==> config.mk <==
export PLATFORM = sky130hd
export DESIGN_NAME = pwm_cmp_channel
export DESIGN_NICKNAME = d
export VERILOG_FILES = /design/src/rtl/pwm_ch_pkg.sv /design/src/rtl/pwm_ch_counter.sv /design/src/rtl/pwm_ch_preload.sv /design/src/rtl/pwm_ch_compare.sv /design/src/rtl/pwm_cmp_channel.sv
export SDC_FILE = /design/constraint.sdc
export NUM_CORES = 1
export LEC_CHECK = 0
export BUFFER_PORTS_ARGS = -buffer_cell sky130_fd_sc_hd__buf_4
export CAP_MARGIN = 25
export CORE_AREA = 2 2 85 87
export CTS_BUF_LIST = sky130_fd_sc_hd__clkbuf_16
export DETAILED_ROUTE_END_ITERATION = 8
export DIE_AREA = 0 0 87 89
export SLEW_MARGIN = 20
export SYNTH_ARGS = -nofsm -noshare
export SYNTH_HDL_FRONTEND = slang
export SYNTH_SLANG_ARGS = --single-unit
==> constraint.sdc <==
create_clock -name clk -period 3.29 [get_ports clk]
set_input_delay 0.1645 -clock clk [delete_from_list [all_inputs] [get_ports clk]]
set_output_delay 0.1645 -clock clk [all_outputs]
set_load 0.005 [all_outputs]
==> src/rtl/pwm_ch_pkg.sv <==
package pwm_ch_pkg;

    typedef enum logic [1:0] {
        AL_EDGE     = 2'b00,
        AL_CTR_DN   = 2'b01,
        AL_CTR_UP   = 2'b10,
        AL_CTR_BOTH = 2'b11
    } align_e;

    localparam logic [2:0] OM_LOW   = 3'b100;
    localparam logic [2:0] OM_HIGH  = 3'b101;
    localparam logic [2:0] OM_PWM_A = 3'b110;
    localparam logic [2:0] OM_PWM_B = 3'b111;

endpackage

==> src/rtl/pwm_ch_counter.sv <==
module pwm_ch_counter
    import pwm_ch_pkg::*;
#(
    parameter int W = 8
) (
    input  logic         clk,
    input  logic         rst_n,
    input  logic         cnt_en,
    input  logic         upd_gen,
    input  logic [1:0]   align,
    input  logic [W-1:0] rld_sh,
    output logic [W-1:0] cnt,
    output logic         down,
    output logic         upd_now,
    output logic         upd_evt
);

    typedef struct packed {
        logic [W-1:0] cnt;
        logic         down;
        logic         upd;
    } cnt_st_t;

    cnt_st_t st_d, st_q;
    logic    turn;

    always_comb begin
        st_d     = st_q;
        turn     = 1'b0;
        if (upd_gen) begin
            st_d.cnt  = '0;
            st_d.down = 1'b0;
        end else if (cnt_en) begin
            if (align_e'(align) == AL_EDGE) begin
                st_d.down = 1'b0;
                if (st_q.cnt >= rld_sh) begin
                    st_d.cnt = '0;
                    turn     = 1'b1;
                end else begin
                    st_d.cnt = st_q.cnt + 1'b1;
                end
            end else if (rld_sh == '0) begin
                st_d.cnt  = '0;
                st_d.down = 1'b0;
                turn      = 1'b1;
            end else if (!st_q.down) begin
                if (st_q.cnt >= rld_sh) begin
                    st_d.cnt  = rld_sh - 1'b1;
                    st_d.down = 1'b1;
                    turn      = 1'b1;
                end else begin
                    st_d.cnt = st_q.cnt + 1'b1;
                end
            end else begin
                if (st_q.cnt == '0) begin
                    st_d.cnt  = {{(W-1){1'b0}}, 1'b1};
                    st_d.down = 1'b0;
                    turn      = 1'b1;
                end else begin
                    st_d.cnt = st_q.cnt - 1'b1;
                end
            end
        end
        st_d.upd = upd_gen | turn;
    end

    always_ff @(posedge clk or negedge rst_n) begin
        if (!rst_n) begin
            st_q <= '0;
        end else begin
            st_q <= st_d;
        end
    end

    assign cnt     = st_q.cnt;
    assign down    = st_q.down;
    assign upd_evt = st_q.upd;
    assign upd_now = st_d.upd;

endmodule

==> src/rtl/pwm_ch_preload.sv <==
module pwm_ch_preload #(
    parameter int           W    = 8,
    parameter logic [W-1:0] INIT = '0
) (
    input  logic         clk,
    input  logic         rst_n,
    input  logic         pre_en,
    input  logic         wr,
    input  logic [W-1:0] wdata,
    input  logic         upd_now,
    output logic [W-1:0] active
);

    typedef struct packed {
        logic [W-1:0] pre;
        logic [W-1:0] sh;
    } pl_st_t;

    pl_st_t st_d, st_q;

    always_comb begin
        st_d = st_q;
        if (wr) begin
            st_d.pre = wdata;
        end
        if (wr && !pre_en) begin
            st_d.sh = wdata;
        end else if (upd_now) begin
            st_d.sh = st_q.pre;
        end
    end

    always_ff @(posedge clk or negedge rst_n) begin
        if (!rst_n) begin
            st_q <= '{pre: INIT, sh: INIT};
        end else begin
            st_q <= st_d;
        end
    end

    assign active = st_q.sh;

endmodule

==> src/rtl/pwm_ch_compare.sv <==
module pwm_ch_compare
    import pwm_ch_pkg::*;
#(
    parameter int W = 8
) (
    input  logic         clk,
    input  logic         rst_n,
    input  logic         cnt_en,
    input  logic [W-1:0] cnt,
    input  logic         down,
    input  logic [W-1:0] ccr_sh,
    input  logic [1:0]   align,
    input  logic [2:0]   out_mode,
    input  logic         flag_clr,
    input  logic         irq_en,
    output logic         ocref,
    output logic         flag,
    output logic         irq
);

    typedef struct packed {
        logic flag;
    } cmp_st_t;

    cmp_st_t st_d, st_q;
    logic    match;
    logic    qual;
    logic    above;

    always_comb begin
        match = cnt_en && (cnt == ccr_sh);
        unique case (align_e'(align))
            AL_CTR_DN: qual = down;
            AL_CTR_UP: qual = !down;
            default:   qual = 1'b1;
        endcase
        st_d.flag = (match && qual) || (st_q.flag && !flag_clr);
    end

    always_ff @(posedge clk or negedge rst_n) begin
        if (!rst_n) begin
            st_q <= '0;
        end else begin
            st_q <= st_d;
        end
    end

    always_comb begin
        above = cnt > ccr_sh;
        unique case (out_mode)
            OM_HIGH:  ocref = 1'b1;
            OM_PWM_A: ocref = above;
            OM_PWM_B: ocref = !above;
            default:  ocref = 1'b0;
        endcase
    end

    assign flag = st_q.flag;
    assign irq  = st_q.flag & irq_en;

endmodule

==> src/rtl/pwm_cmp_channel.sv <==
module pwm_cmp_channel #(
    parameter int           W        = 8,
    parameter logic [W-1:0] RLD_INIT = '1,
    parameter logic [W-1:0] CMP_INIT = '0
) (
    input  logic         clk,
    input  logic         rst_n,
    input  logic         cnt_en,
    input  logic [1:0]   align_mode,
    input  logic [2:0]   out_mode,
    input  logic         rld_pre_en,
    input  logic         rld_wr,
    input  logic [W-1:0] rld_wdata,
    input  logic         cmp_pre_en,
    input  logic         cmp_wr,
    input  logic [W-1:0] cmp_wdata,
    input  logic         upd_gen,
    input  logic         flag_clr,
    input  logic         irq_en,
    output logic [W-1:0] cnt_val,
    output logic         cnt_dir,
    output logic         upd_evt,
    output logic         ocref,
    output logic         cmp_flag,
    output logic         irq
);

    logic [W-1:0] rld_sh;
    logic [W-1:0] ccr_sh;
    logic         upd_now;

    pwm_ch_counter #(.W(W)) u_cnt (
        .clk     (clk),
        .rst_n   (rst_n),
        .cnt_en  (cnt_en),
        .upd_gen (upd_gen),
        .align   (align_mode),
        .rld_sh  (rld_sh),
        .cnt     (cnt_val),
        .down    (cnt_dir),
        .upd_now (upd_now),
        .upd_evt (upd_evt)
    );

    pwm_ch_preload #(.W(W), .INIT(RLD_INIT)) u_rld (
        .clk     (clk),
        .rst_n   (rst_n),
        .pre_en  (rld_pre_en),
        .wr      (rld_wr),
        .wdata   (rld_wdata),
        .upd_now (upd_now),
        .active  (rld_sh)
    );

    pwm_ch_preload #(.W(W), .INIT(CMP_INIT)) u_ccr (
        .clk     (clk),
        .rst_n   (rst_n),
        .pre_en  (cmp_pre_en),
        .wr      (cmp_wr),
        .wdata   (cmp_wdata),
        .upd_now (upd_now),
        .active  (ccr_sh)
    );

    pwm_ch_compare #(.W(W)) u_cmp (
        .clk      (clk),
        .rst_n    (rst_n),
        .cnt_en   (cnt_en),
        .cnt      (cnt_val),
        .down     (cnt_dir),
        .ccr_sh   (ccr_sh),
        .align    (align_mode),
        .out_mode (out_mode),
        .flag_clr (flag_clr),
        .irq_en   (irq_en),
        .ocref    (ocref),
        .flag     (cmp_flag),
        .irq      (irq)
    );

endmodule

## Yosys cells after proc, flatten, opt, wreduce, memory -nomap -nowiden

Index checks and enable logic that the tools add are counted.
Widths: inputs -> output; s select.

- Add/subtract/negate cells: 3
- Order comparisons: 2
- Equality and inequality tests: 6
- Multiplexer cells: 22
- Bitwise gates (word level): 2
- Reduce and logical (&&, ||, !) cells: 17

Operators by type and width:

| cell | count |
|---|---|
| $mux 8 | 7 |
| $mux 9 | 5 |
| $logic_not 8->1 | 2 |
| $sub 8x1->8 const B | 2 |
| $eq 3x3->1 const B | 3 |
| $add 8x1->8 const B | 1 |
| $eq 8x8->1 | 1 |
| $ge 8x8->1 | 1 |
| $gt 8x8->1 | 1 |
| $mux 1 | 8 |
| $reduce_bool 2->1 | 3 |
| $logic_and 1x1->1 | 5 |
| $logic_not 1->1 | 5 |
| $pmux 1 s3 | 1 |
| $eq 2x1->1 const B | 1 |
| $eq 2x2->1 const B | 1 |
| $logic_not 2->1 | 1 |
| $pmux 1 s2 | 1 |
| $and 1x1->1 | 1 |
| $logic_or 1x1->1 | 1 |
| $or 1x1->1 | 1 |

- Register bits: 43
- Input port bits: 31
- Output and inout bits: 13
- Word-level logic and storage cells: 60

## Logic depth before layout (Yosys ltp)

Gate-level depths: netlist of run 1.

- Depth after elaboration: 10
- Mapped depth: 10
- Mapped depth without buffers: 8

## Modules after synthesis

From an unflattened synthesis of run 1, not the netlist that was laid out.

- Cell total of the unflattened synthesis: 312
- Area total of the unflattened synthesis: 3300.7 um^2

Modules (own cells, without submodules):

| module | instances | cells an instance | area each (um^2) | sequential area each (um^2) |
|---|---|---|---|---|
| pwm_ch_counter | 1 | 166 | 1310.0 | 250.2 |
| pwm_ch_preload (u_rld) | 1 | 52 | 847.1 | 420.4 |
| pwm_ch_preload (u_ccr) | 1 | 52 | 827.0 | 400.4 |
| pwm_ch_compare | 1 | 42 | 316.6 | 25.0 |

## Least setup slack after synthesis of run 1

No wires, ideal clock.

- Kind: register to register
- Start point: register u_rld.st_q (netlist bit u_rld.active[2])
- End point: register u_ccr.st_q (netlist bit u_ccr.active[0])
- Library setup time: 126 ps
- Data arrival time: 2124 ps
- Data required time: 3164 ps
- Slack: 1040 ps
- Cell stages (with the launch flop): 10
- Buffers on the path: 1
- Clock period less this slack: 2250 ps
- Cells stage by stage: dfstp_2 -> inv_1 -> ha_1 -> a31oi_1 -> nor2b_1 -> o21ai_1 -> nand4_4 -> and2_1 -> buf_2 -> a221o_1

- Cells in the longest elaborated chain, start to end: 9
- Elaborated cells between the ends (all ways): 10
- Classes of those cells: order compare: 1; mux: 6; bitwise: 1; reduce/logical: 2

Ends and longest elaborated chain:

| item | RTL line | text |
|---|---|---|
| start, declared | pwm_ch_preload.sv:19 | `pl_st_t st_d, st_q;` |
| start signal, assigned | pwm_ch_preload.sv:35 | `st_q <= '{pre: INIT, sh: INIT};` |
| start signal, assigned | pwm_ch_preload.sv:37 | `st_q <= st_d;` |
| $ge 8x8->1 | pwm_ch_counter.sv:36, pwm_ch_counter.sv:47 |  |
| $mux 1 | pwm_ch_counter.sv:36, pwm_ch_counter.sv:47 |  |
| $mux 1 | pwm_ch_counter.sv:46 | `end else if (!st_q.down) begin` |
| $mux 1 | pwm_ch_counter.sv:42 | `end else if (rld_sh == '0) begin` |
| $mux 1 (*) | pwm_ch_counter.sv:34 | `if (align_e'(align) == AL_EDGE) begin` |
| $mux 1 (*) | pwm_ch_counter.sv:33 | `end else if (cnt_en) begin` |
| $mux 1 (*) | pwm_ch_counter.sv:30 | `if (upd_gen) begin` |
| $or 1x1->1 (*) | pwm_ch_counter.sv:64 | `st_d.upd = upd_gen \| turn;` |
| $reduce_bool 2->1 (no source line) (*) | -- |  |
| end signal, assigned | pwm_ch_preload.sv:35 |  |
| end signal, assigned | pwm_ch_preload.sv:37 |  |
| end, declared | pwm_ch_preload.sv:19 |  |

Mark *: on every way between the ends. The rest lies on a longest branch, timed or not.
A chain may end at the register's enable or synchronous reset.

## Final worst setup path of run 1

- Start point: register u_cnt.st_q (netlist bit u_cnt.cnt[0])
- End point: register u_ccr.st_q (netlist bit u_ccr.active[4])

- Cells in the longest elaborated chain, start to end: 9
- Elaborated cells between the ends (all ways): 11
- Classes of those cells: order compare: 1; mux: 7; bitwise: 1; reduce/logical: 2

Ends and longest elaborated chain:

| item | RTL line | text |
|---|---|---|
| start, declared | pwm_ch_counter.sv:24 | `cnt_st_t st_d, st_q;` |
| start signal, assigned | pwm_ch_counter.sv:71 | `st_q <= st_d;` |
| $ge 8x8->1 or $logic_not 8->1 (tied branches) | pwm_ch_counter.sv:36, pwm_ch_counter.sv:47, pwm_ch_counter.sv:55 |  |
| $mux 1, on equally long branches | pwm_ch_counter.sv:36, pwm_ch_counter.sv:47, pwm_ch_counter.sv:55 |  |
| $mux 1 | pwm_ch_counter.sv:46 |  |
| $mux 1 | pwm_ch_counter.sv:42 |  |
| $mux 1 (*) | pwm_ch_counter.sv:34 |  |
| $mux 1 (*) | pwm_ch_counter.sv:33 |  |
| $mux 1 (*) | pwm_ch_counter.sv:30 |  |
| $or 1x1->1 (*) | pwm_ch_counter.sv:64 |  |
| $reduce_bool 2->1 (no source line) (*) | -- |  |

Marked as above.

==> load_flow_metrics.sql, run 1 <==
INSERT INTO impl_metrics (metric_group, metric, value, unit) VALUES
('power_and_ir_drop', 'combPwrFrac', '0.449', ''),
('routing', 'viasPerCell', '5.79', ''),
('sta', 'fin_tns_setup', '0', 'ns'),
('clocking', 'clock_latency', '0.29', 'ns'),
('yosys', 'synthDistinctLibCells', '57', ''),
('worst_setup_path', 'r2r_cells', '8', ''),
('worst_setup_path', 'critical_path.max_fanout', '18', ''),
('run', 'maxCapViolations', '0', ''),
('sta', 'finClkSkew', '0.00592', 'ns'),
('routing', 'vias', '2480', ''),
('grt', 'via_count_of_the_first_global_routing_pass', '2367', ''),
('sta', 'final-setup-viol-count', '0', ''),
('min_path', 'min_path_type', 'in2reg', ''),
('min_path', 'holdPathEnd', 'u_cmp.flag', ''),
('clocking', 'clockRootBuffer', 'sky130_fd_sc_hd__clkbuf_16', ''),
('sta', 'rsz0062_at_grt', 'false', ''),
('routing', 'route.detailed.drc', '0', ''),
('worst_setup_path', 'timing_worst_setup_path_type', 'reg2reg', ''),
('placed_design', 'routabilityCongestion', '0.913', ''),
('clocking', 'cts_tree', 'built', ''),
('clocking', 'postCtsResizedCells', '0', ''),
('die', 'dieHeight', '89', 'um'),
('outcome', 'status', 'completed', ''),
('routing', 'detail_route.wl_per_cell', '16.6', 'um'),
('yosys', 'syn-instance-count', '307', ''),
('worst_setup_path', 'timing.rr.end', 'u_ccr.active[4]', ''),
('worst_setup_path', 'regToRegStartpoint', 'u_cnt.cnt[0]', ''),
('grt', 'grt_util_all_layers', '0.194', ''),
('yosys', 'mappedNetlistArea', '0.00300', 'sq mm'),
('worst_setup_path', 'setup.reg_to_reg.worst_slack', '0.73', 'ns'),
('yosys', 'synth_nets', '360', ''),
('power_and_ir_drop', 'standby_leakage_power', '1.57', 'nW'),
('power_and_ir_drop', 'power.switching_fraction', '0.379', ''),
('clocking', 'clock_path_buffers', '2', ''),
('grt', 'global_route_overflow', '0', ''),
('routing', 'initialDrtViolationCount', '118', ''),
('die', 'core.rowCount', '30', ''),
('yosys', 'avgSynthCellArea', '9.77', 'sq um'),
('clocking', 'tritoncts.num_buffers', '5', ''),
('placed_design', 'place_area', '0.00337', 'sq mm'),
('die', 'die_area', '0.00774', 'sq mm'),
('grt', 'grt_pass1_wl', '11.6', 'mm'),
('placed_design', 'dp.cells', '419', ''),
('sta', 'maxClockFrequency', '390', 'MHz'),
('power_and_ir_drop', 'cell_internal_pwr', '1.54', 'mW'),
('power_and_ir_drop', 'totalPowerFinal', '2.48', 'mW'),
('sta', 'finalWorstPathRequiredPeriod', '2.56', 'ns'),
('min_path', 'min-delay-start', 'flag_clr', ''),
('die', 'die_width', '87', 'um'),
('grt', 'antenna_found_initial', '0', ''),
('clocking', 'cts_num_sinks', '43', ''),
('power_and_ir_drop', 'share_seq_of_total_power', '0.319', ''),
('power_and_ir_drop', 'power_switching', '939', 'uW'),
('final_layout', 'layout_cells_sized_above_1', '0.282', ''),
('die', 'top_level_ports', '44', ''),
('final_layout', 'design.final.nets', '400', ''),
('clocking', 'cts_max_level', '2', ''),
('placed_design', 'detailedPlacementHpwl', '5.33', 'mm'),
('power_and_ir_drop', 'power.share.clock', '0.232', ''),
('power_and_ir_drop', 'worst_ir_drop_vdd', '262', 'uV'),
('min_path', 'worst_hold_path.num_cells', '2', ''),
('routing', 'routed_wl', '7.09', 'mm'),
('yosys', 'ys.warnings.count', '0', ''),
('sta', 'max_slew.worst_pin.slew', '0.941', 'ns'),
('worst_setup_path', 'critical_path.startpoint_type', 'flip-flop', ''),
('sta', 'fraction_of_the_cycle_the_final_worst_path_needs', '0.780', ''),
('worst_setup_path', 'critPathArrivalTime', '2.73', 'ns'),
('yosys', 'ys_async_rst_share', '1.00', ''),
('yosys', 'synth_flop_cell', 'sky130_fd_sc_hd__dfrtp_1', ''),
('power_and_ir_drop', 'powerDensity', '697', 'mW/mm^2'),
('final_layout', 'final_instance_area', '0.00355', 'sq mm');
## power groups by stage
stage | clock network, mW | registers, mW | logic (mW)
CTS | 0.586 | 0.790 | 1.11
global placement | 0 | 0.797 | 1.09
floorplan | 0 | 0.753 | 0.838
detailed placement | 0 | 0.800 | 1.10
finish | 0.574 | 0.790 | 1.11
global route | 0.605 | 0.808 | 1.24
## per-stage QoR
step                setup slack [ns]  hold WS, ns
CTS                            0.741       0.0629
finish                         0.725       0.0680
detailed placement             0.599        0.193
global route                   0.491       0.0638
global placement               0.687        0.196
floorplan                       1.04       -0.131
## layer usage
| metal | GRT usage | up-vias | routed length, um |
|---|---|---|---|
| met3 | 0.0314 | 11 | 382 |
| met4 | 0.0668 | 0 | 118 |
| met1 | 0.280 | 1159 | 3410 |
| li1 | - | 1227 | - |
| met2 | 0.294 | 83 | 3180 |
| met5 | 0 | - | 0 |
## synthesized netlist by cell type (2+ instances only)
library cell / n / area (sq um)
sky130_fd_sc_hd__a21oi_1: 11 / 55.1
sky130_fd_sc_hd__mux2i_1: 4 / 40.0
sky130_fd_sc_hd__mux2_2: 16 / 180
sky130_fd_sc_hd__nor3_1: 24 / 120
sky130_fd_sc_hd__or4_4: 2 / 22.5
sky130_fd_sc_hd__a31oi_1: 2 / 12.5
sky130_fd_sc_hd__clkbuf_1: 8 / 30.0
sky130_fd_sc_hd__nor2b_1: 8 / 50.1
sky130_fd_sc_hd__buf_6: 2 / 22.5
sky130_fd_sc_hd__xnor2_1: 9 / 78.8
sky130_fd_sc_hd__o21ai_0: 5 / 25.0
sky130_fd_sc_hd__nand3_1: 9 / 45.0
sky130_fd_sc_hd__nand2_1: 18 / 67.6
sky130_fd_sc_hd__dfrtp_1: 27 / 676
sky130_fd_sc_hd__nand2b_1: 4 / 25.0
sky130_fd_sc_hd__a221oi_1: 3 / 26.3
sky130_fd_sc_hd__a21o_1: 3 / 22.5
sky130_fd_sc_hd__o311ai_0: 4 / 35.0
sky130_fd_sc_hd__dfstp_2: 16 / 420
sky130_fd_sc_hd__a221o_1: 22 / 220
sky130_fd_sc_hd__inv_1: 23 / 86.3
sky130_fd_sc_hd__nand4_1: 3 / 18.8
sky130_fd_sc_hd__nor2_1: 16 / 60.1
sky130_fd_sc_hd__or2_2: 2 / 12.5
sky130_fd_sc_hd__and2_1: 5 / 31.3
sky130_fd_sc_hd__ha_1: 22 / 275
sky130_fd_sc_hd__o22ai_1: 2 / 12.5
sky130_fd_sc_hd__o21a_1: 4 / 30.0
sky130_fd_sc_hd__buf_2: 5 / 25.0
## critical path, stage by stage, from the launching register on
cell and delay (ns):
sky130_fd_sc_hd__dfrtp_1 0.48, sky130_fd_sc_hd__inv_1 0.18, sky130_fd_sc_hd__ha_1 0.32, sky130_fd_sc_hd__a31oi_1 0.13, sky130_fd_sc_hd__nor2b_1 0.09, sky130_fd_sc_hd__o21ai_1 0.28
sky130_fd_sc_hd__nand4_4 0.30, sky130_fd_sc_hd__and2_1 0.34, sky130_fd_sc_hd__a221o_1 0.32
## worst max path at each step
| stage | start | endpoint | slack [ns] | cells past startpoint |
|---|---|---|---|---|
| finish | u_cnt.cnt[0] | u_ccr.active[4] | 0.73 | 8 |
| detailed placement | align_mode[0] | u_ccr.active[4] | 0.60 | 9 |
| floorplan | u_rld.active[2] | u_ccr.active[0] | 1.04 | 9 |
| global route | u_cnt.cnt[0] | u_cnt.cnt[1] | 0.49 | 8 |
| CTS | u_rld.active[2] | u_ccr.active[4] | 0.74 | 8 |
| global placement | align_mode[0] | u_ccr.active[6] | 0.69 | 9 |
## layout by cell type (no fill, tap or decap), drive strengths merged, types with 4 or more instances in the layout
cell	netlist	final
nor2	16	16
nand4	4	4
and2	5	5
inv	23	24
nand2b	4	4
mux2	16	16
mux2i	4	4
xnor2	9	9
nand2	18	18
o21ai	6	6
nand3	9	9
o311ai	4	4
ha	22	22
clkbuf	8	5
dfstp	16	16
buf	7	47
o21a	4	4
dfrtp	27	27
a21oi	11	11
nor2b	8	8
nor3	25	25
a221o	22	22
## cell type report
cell class,instances,area (sq um)
clock buffers,5,125
clock inverters,3,42.5
fillers,600,3170
inverters,24,90.1
multi-input cells,225,1740
flip-flops and latches,43,1100
well taps,80,100
repair buffers,48,363
## sequential cells by signal (all words and copies together), names as in the netlist
signal / cells
u_cnt.upd_evt: 1
u_rld.active: 8
u_cnt.down: 1
u_cnt.cnt: 8
u_ccr.st_q: 8
u_rld.st_q: 8
u_ccr.active: 8
u_cmp.flag: 1
## kinds of logic (layout without fill, tap and decap cells)
family	Yosys count	count (layout)	share of synthesized area
simple gates	101	101	0.187
compound gates	72	72	0.197
flops	43	43	0.365
buf+inv	39	80	0.0559
fa+ha+maj	22	22	0.0918
mux	20	20	0.0734
xor+xnor	10	10	0.0292
## timing repair
action,4_1_cts,5_1_grt
hold buffers,1,0
buffers inserted,0,0
setup endpoints to repair,0,0
hold endpoints to repair,27,0
(Power assumes the default switching activity.)
==> run 2, diff against run 1 <==
clock period = 2.44 ns   (was 3.29 ns; I/O delays follow)
==> load_flow_metrics.sql, run 2 (synthesis gave the netlist of run 1 again) <==
INSERT INTO impl_metrics (metric_group, metric, value, unit) VALUES
('sta', 'maxClockFrequency', '421', 'MHz'),
('die', 'die_width', '87', 'um'),
('worst_setup_path', 'timing_worst_setup_path_type', 'reg2reg', ''),
('worst_setup_path', 'cell_type_of_the_slowest_stage_on_the_worst_timing_path', 'sky130_fd_sc_hd__dfstp_2', ''),
('clocking', 'tritoncts.num_buffers', '5', ''),
('clocking', 'cts_num_sinks', '43', ''),
('routing', 'initialDrtViolationCount', '134', ''),
('worst_setup_path', 'critical_path_required', '2.61', 'ns'),
('sta', 'fin_tns_setup', '0', 'ns'),
('routing', 'route.detailed.drc', '0', ''),
('final_layout', 'multiInputGateArea', '0.00177', 'sq mm'),
('sta', 'final-setup-viol-count', '0', ''),
('sta', 'finalWorstPathRequiredPeriod', '2.37', 'ns'),
('power_and_ir_drop', 'combPwrFrac', '0.505', ''),
('sta', 'max_slew.worst_pin.slew', '0.546', 'ns'),
('final_layout', 'leading_cell_type_in_the_layout_fill_and_taps_excluded', 'sky130_fd_sc_hd__buf_4', ''),
('final_layout', 'mostFrequentLayoutCells', 'sky130_fd_sc_hd__buf_4, sky130_fd_sc_hd__dfrtp_1, sky130_fd_sc_hd__nor3_1', ''),
('power_and_ir_drop', 'standby_leakage_power', '1.65', 'nW'),
('power_and_ir_drop', 'totalPowerFinal', '3.41', 'mW'),
('min_path', 'min-delay-start', 'flag_clr', ''),
('placed_design', 'detailedPlacementHpwl', '5.63', 'mm'),
('worst_setup_path', 'critical_path.max_fanout', '10', ''),
('outcome', 'status', 'completed', ''),
('routing', 'routed_wl', '7.35', 'mm'),
('power_and_ir_drop', 'worst_ir_drop_vdd', '396', 'uV'),
('worst_setup_path', 'r2r_cells', '8', ''),
('worst_setup_path', 'crit_path_max_incr_delay', '0.56', 'ns'),
('final_layout', 'layout.area.seq', '0.00110', 'sq mm'),
('worst_setup_path', 'timing.rr.end', 'u_cnt.cnt[3]', ''),
('grt', 'global_route_overflow', '0', ''),
('worst_setup_path', 'regToRegStartpoint', 'u_rld.active[2]', ''),
('placed_design', 'dp_worst_setup_slack', '0.0644', 'ns'),
('grt', 'via_count_of_the_first_global_routing_pass', '2415', ''),
('sta', 'rsz0062_at_grt', 'true', ''),
('run', 'maxCapViolations', '0', ''),
('grt', 'antenna_found_initial', '0', ''),
('clocking', 'cts_max_level', '2', ''),
('min_path', 'min_path_type', 'in2reg', ''),
('grt', 'grt_pass1_wl', '12.3', 'mm'),
('sta', 'timing_hold_violations_final', '0', ''),
('final_layout', 'areaGrowthSynthToFinish', '22.9', '%'),
('worst_setup_path', 'crit_chain', 'inv_1 -> ha_1 -> a31oi_1 -> nor2b_1 -> o21bai_4 -> a221oi_1 -> nor3_1 -> a221o_1', ''),
('clocking', 'clockRootBuffer', 'sky130_fd_sc_hd__clkbuf_16', ''),
('final_layout', 'post-route-util', '0.548', ''),
('worst_setup_path', 'critical_path.startpoint_type', 'flip-flop', ''),
('worst_setup_path', 'critPathArrivalTime', '2.54', 'ns'),
('grt', 'grt_util_all_layers', '0.203', ''),
('min_path', 'worst_hold_path.num_cells', '2', ''),
('final_layout', 'final_cells', '443', ''),
('sta', 'fraction_of_the_cycle_the_final_worst_path_needs', '0.973', ''),
('die', 'top_level_ports', '44', ''),
('die', 'core_box_area', '0.00672', 'sq mm'),
('worst_setup_path', 'critical_path_buf_inv_count', '1', ''),
('clocking', 'clock_path_buffers', '2', ''),
('worst_setup_path', 'path_delay_family', 'compound AO/OA/AOI/OAI gates', ''),
('grt', 'grt_max_degree', '44', ''),
('power_and_ir_drop', 'power.share.clock', '0.201', ''),
('die', 'core.rowCount', '30', ''),
('routing', 'vias', '2550', ''),
('power_and_ir_drop', 'powerDensity', '927', 'mW/mm^2'),
('placed_design', 'routabilityCongestion', '0.886', ''),
('die', 'initial_utilization', '0.446', ''),
('placed_design', 'portBuffers', '43', ''),
('power_and_ir_drop', 'power_switching', '1.34', 'mW'),
('die', 'dieHeight', '89', 'um'),
('worst_setup_path', 'worstSetupEndpointType', 'flip-flop', ''),
('sta', 'finClkSkew', '0.00682', 'ns'),
('die', 'die_area', '0.00774', 'sq mm'),
('power_and_ir_drop', 'cell_internal_pwr', '2.07', 'mW'),
('clocking', 'clkTransAtPathRegs', '0.07', 'ns'),
('routing', 'detail_route.wl_per_cell', '16.6', 'um'),
('final_layout', 'antenna-diode-count', '0', ''),
('sta', 'timing_max_transition_violations_final', '0', ''),
('clocking', 'clock_latency', '0.29', 'ns'),
('power_and_ir_drop', 'power.switching_fraction', '0.392', ''),
('placed_design', 'dp.cells', '431', ''),
('final_layout', 'num-fill-cells', '616', ''),
('routing', 'route.antenna.remaining_nets', '0', ''),
('sta', 'relative_slew_margins', '0.636', ''),
('final_layout', 'design.final.nets', '415', ''),
('power_and_ir_drop', 'share_seq_of_total_power', '0.294', ''),
('routing', 'drt-pass1-iter-count', '4', ''),
('clocking', 'cts_tree', 'built', ''),
('sta', 'post-route-worst-setup-slack', '0.0664', 'ns'),
('min_path', 'holdPathEnd', 'u_cmp.flag', ''),
('worst_setup_path', 'setup.reg_to_reg.worst_slack', '0.07', 'ns'),
('final_layout', 'layout_cells_sized_above_1', '0.336', ''),
('routing', 'viasPerCell', '5.76', '');
run 2: how the worst max path moves through the flow:
| stage | from | to | slack (ns) | cells past startpoint |
|---|---|---|---|---|
| after detailed placement | u_rld.active[2] | u_cnt.cnt[2] | 0.06 | 8 |
| after CTS | u_rld.active[2] | u_cnt.cnt[1] | 0.04 | 8 |
| after floorplan | u_rld.active[2] | u_ccr.active[0] | 0.19 | 9 |
| after global routing | u_rld.active[2] | u_cnt.cnt[3] | -0.04 | 8 |
| final | u_rld.active[2] | u_cnt.cnt[3] | 0.07 | 8 |
| after global placement | u_rld.active[2] | u_cnt.cnt[2] | 0.10 | 8 |
run 2: per-layer routing:
layer	track usage	wire (um)	vias up	share of wire
met5	0	0	-	0
met4	0.0511	102	0	0.014
met3	0.0360	353	11	0.048
met2	0.309	3350	81	0.46
met1	0.300	3550	1201	0.48
li1	-	-	1257	-
run 2: power by group through the flow:
| stage | Combinational (mW) | Sequential, mW | Clock (mW) |
|---|---|---|---|
| after floorplan | 1.13 | 1.02 | 0 |
| after detailed placement | 1.62 | 1.02 | 0 |
| after global routing | 1.91 | 1.02 | 0.738 |
| final | 1.73 | 1.00 | 0.685 |
| after CTS | 1.64 | 1.01 | 0.710 |
| after global placement | 1.61 | 1.01 | 0 |
run 2: metrics by stage:
step	instance area, sq um	hold slack (ns)
2_1_floorplan	3000	-0.174
3_3_place_gp	3460	0.155
3_5_place_dp	3460	0.154
4_1_cts	3630	0.00900
5_1_grt	3680	0.0115
6_report	3680	0.0137
run 2: area by class of cell:
type	instances	share of cell area
multi-input cells	225	0.480
flip-flops and latches	43	0.298
repair buffers	63	0.129
clock buffers	5	0.0340
well taps	80	0.0272
inverters	24	0.0244
clock inverters	3	0.00713
run 2: repair_timing:
action                     CTS  global route
hold buffers                 1             0
setup endpoints to repair    0            17
resized for setup            0            11
hold endpoints to repair    27             0
buffers inserted             0             2
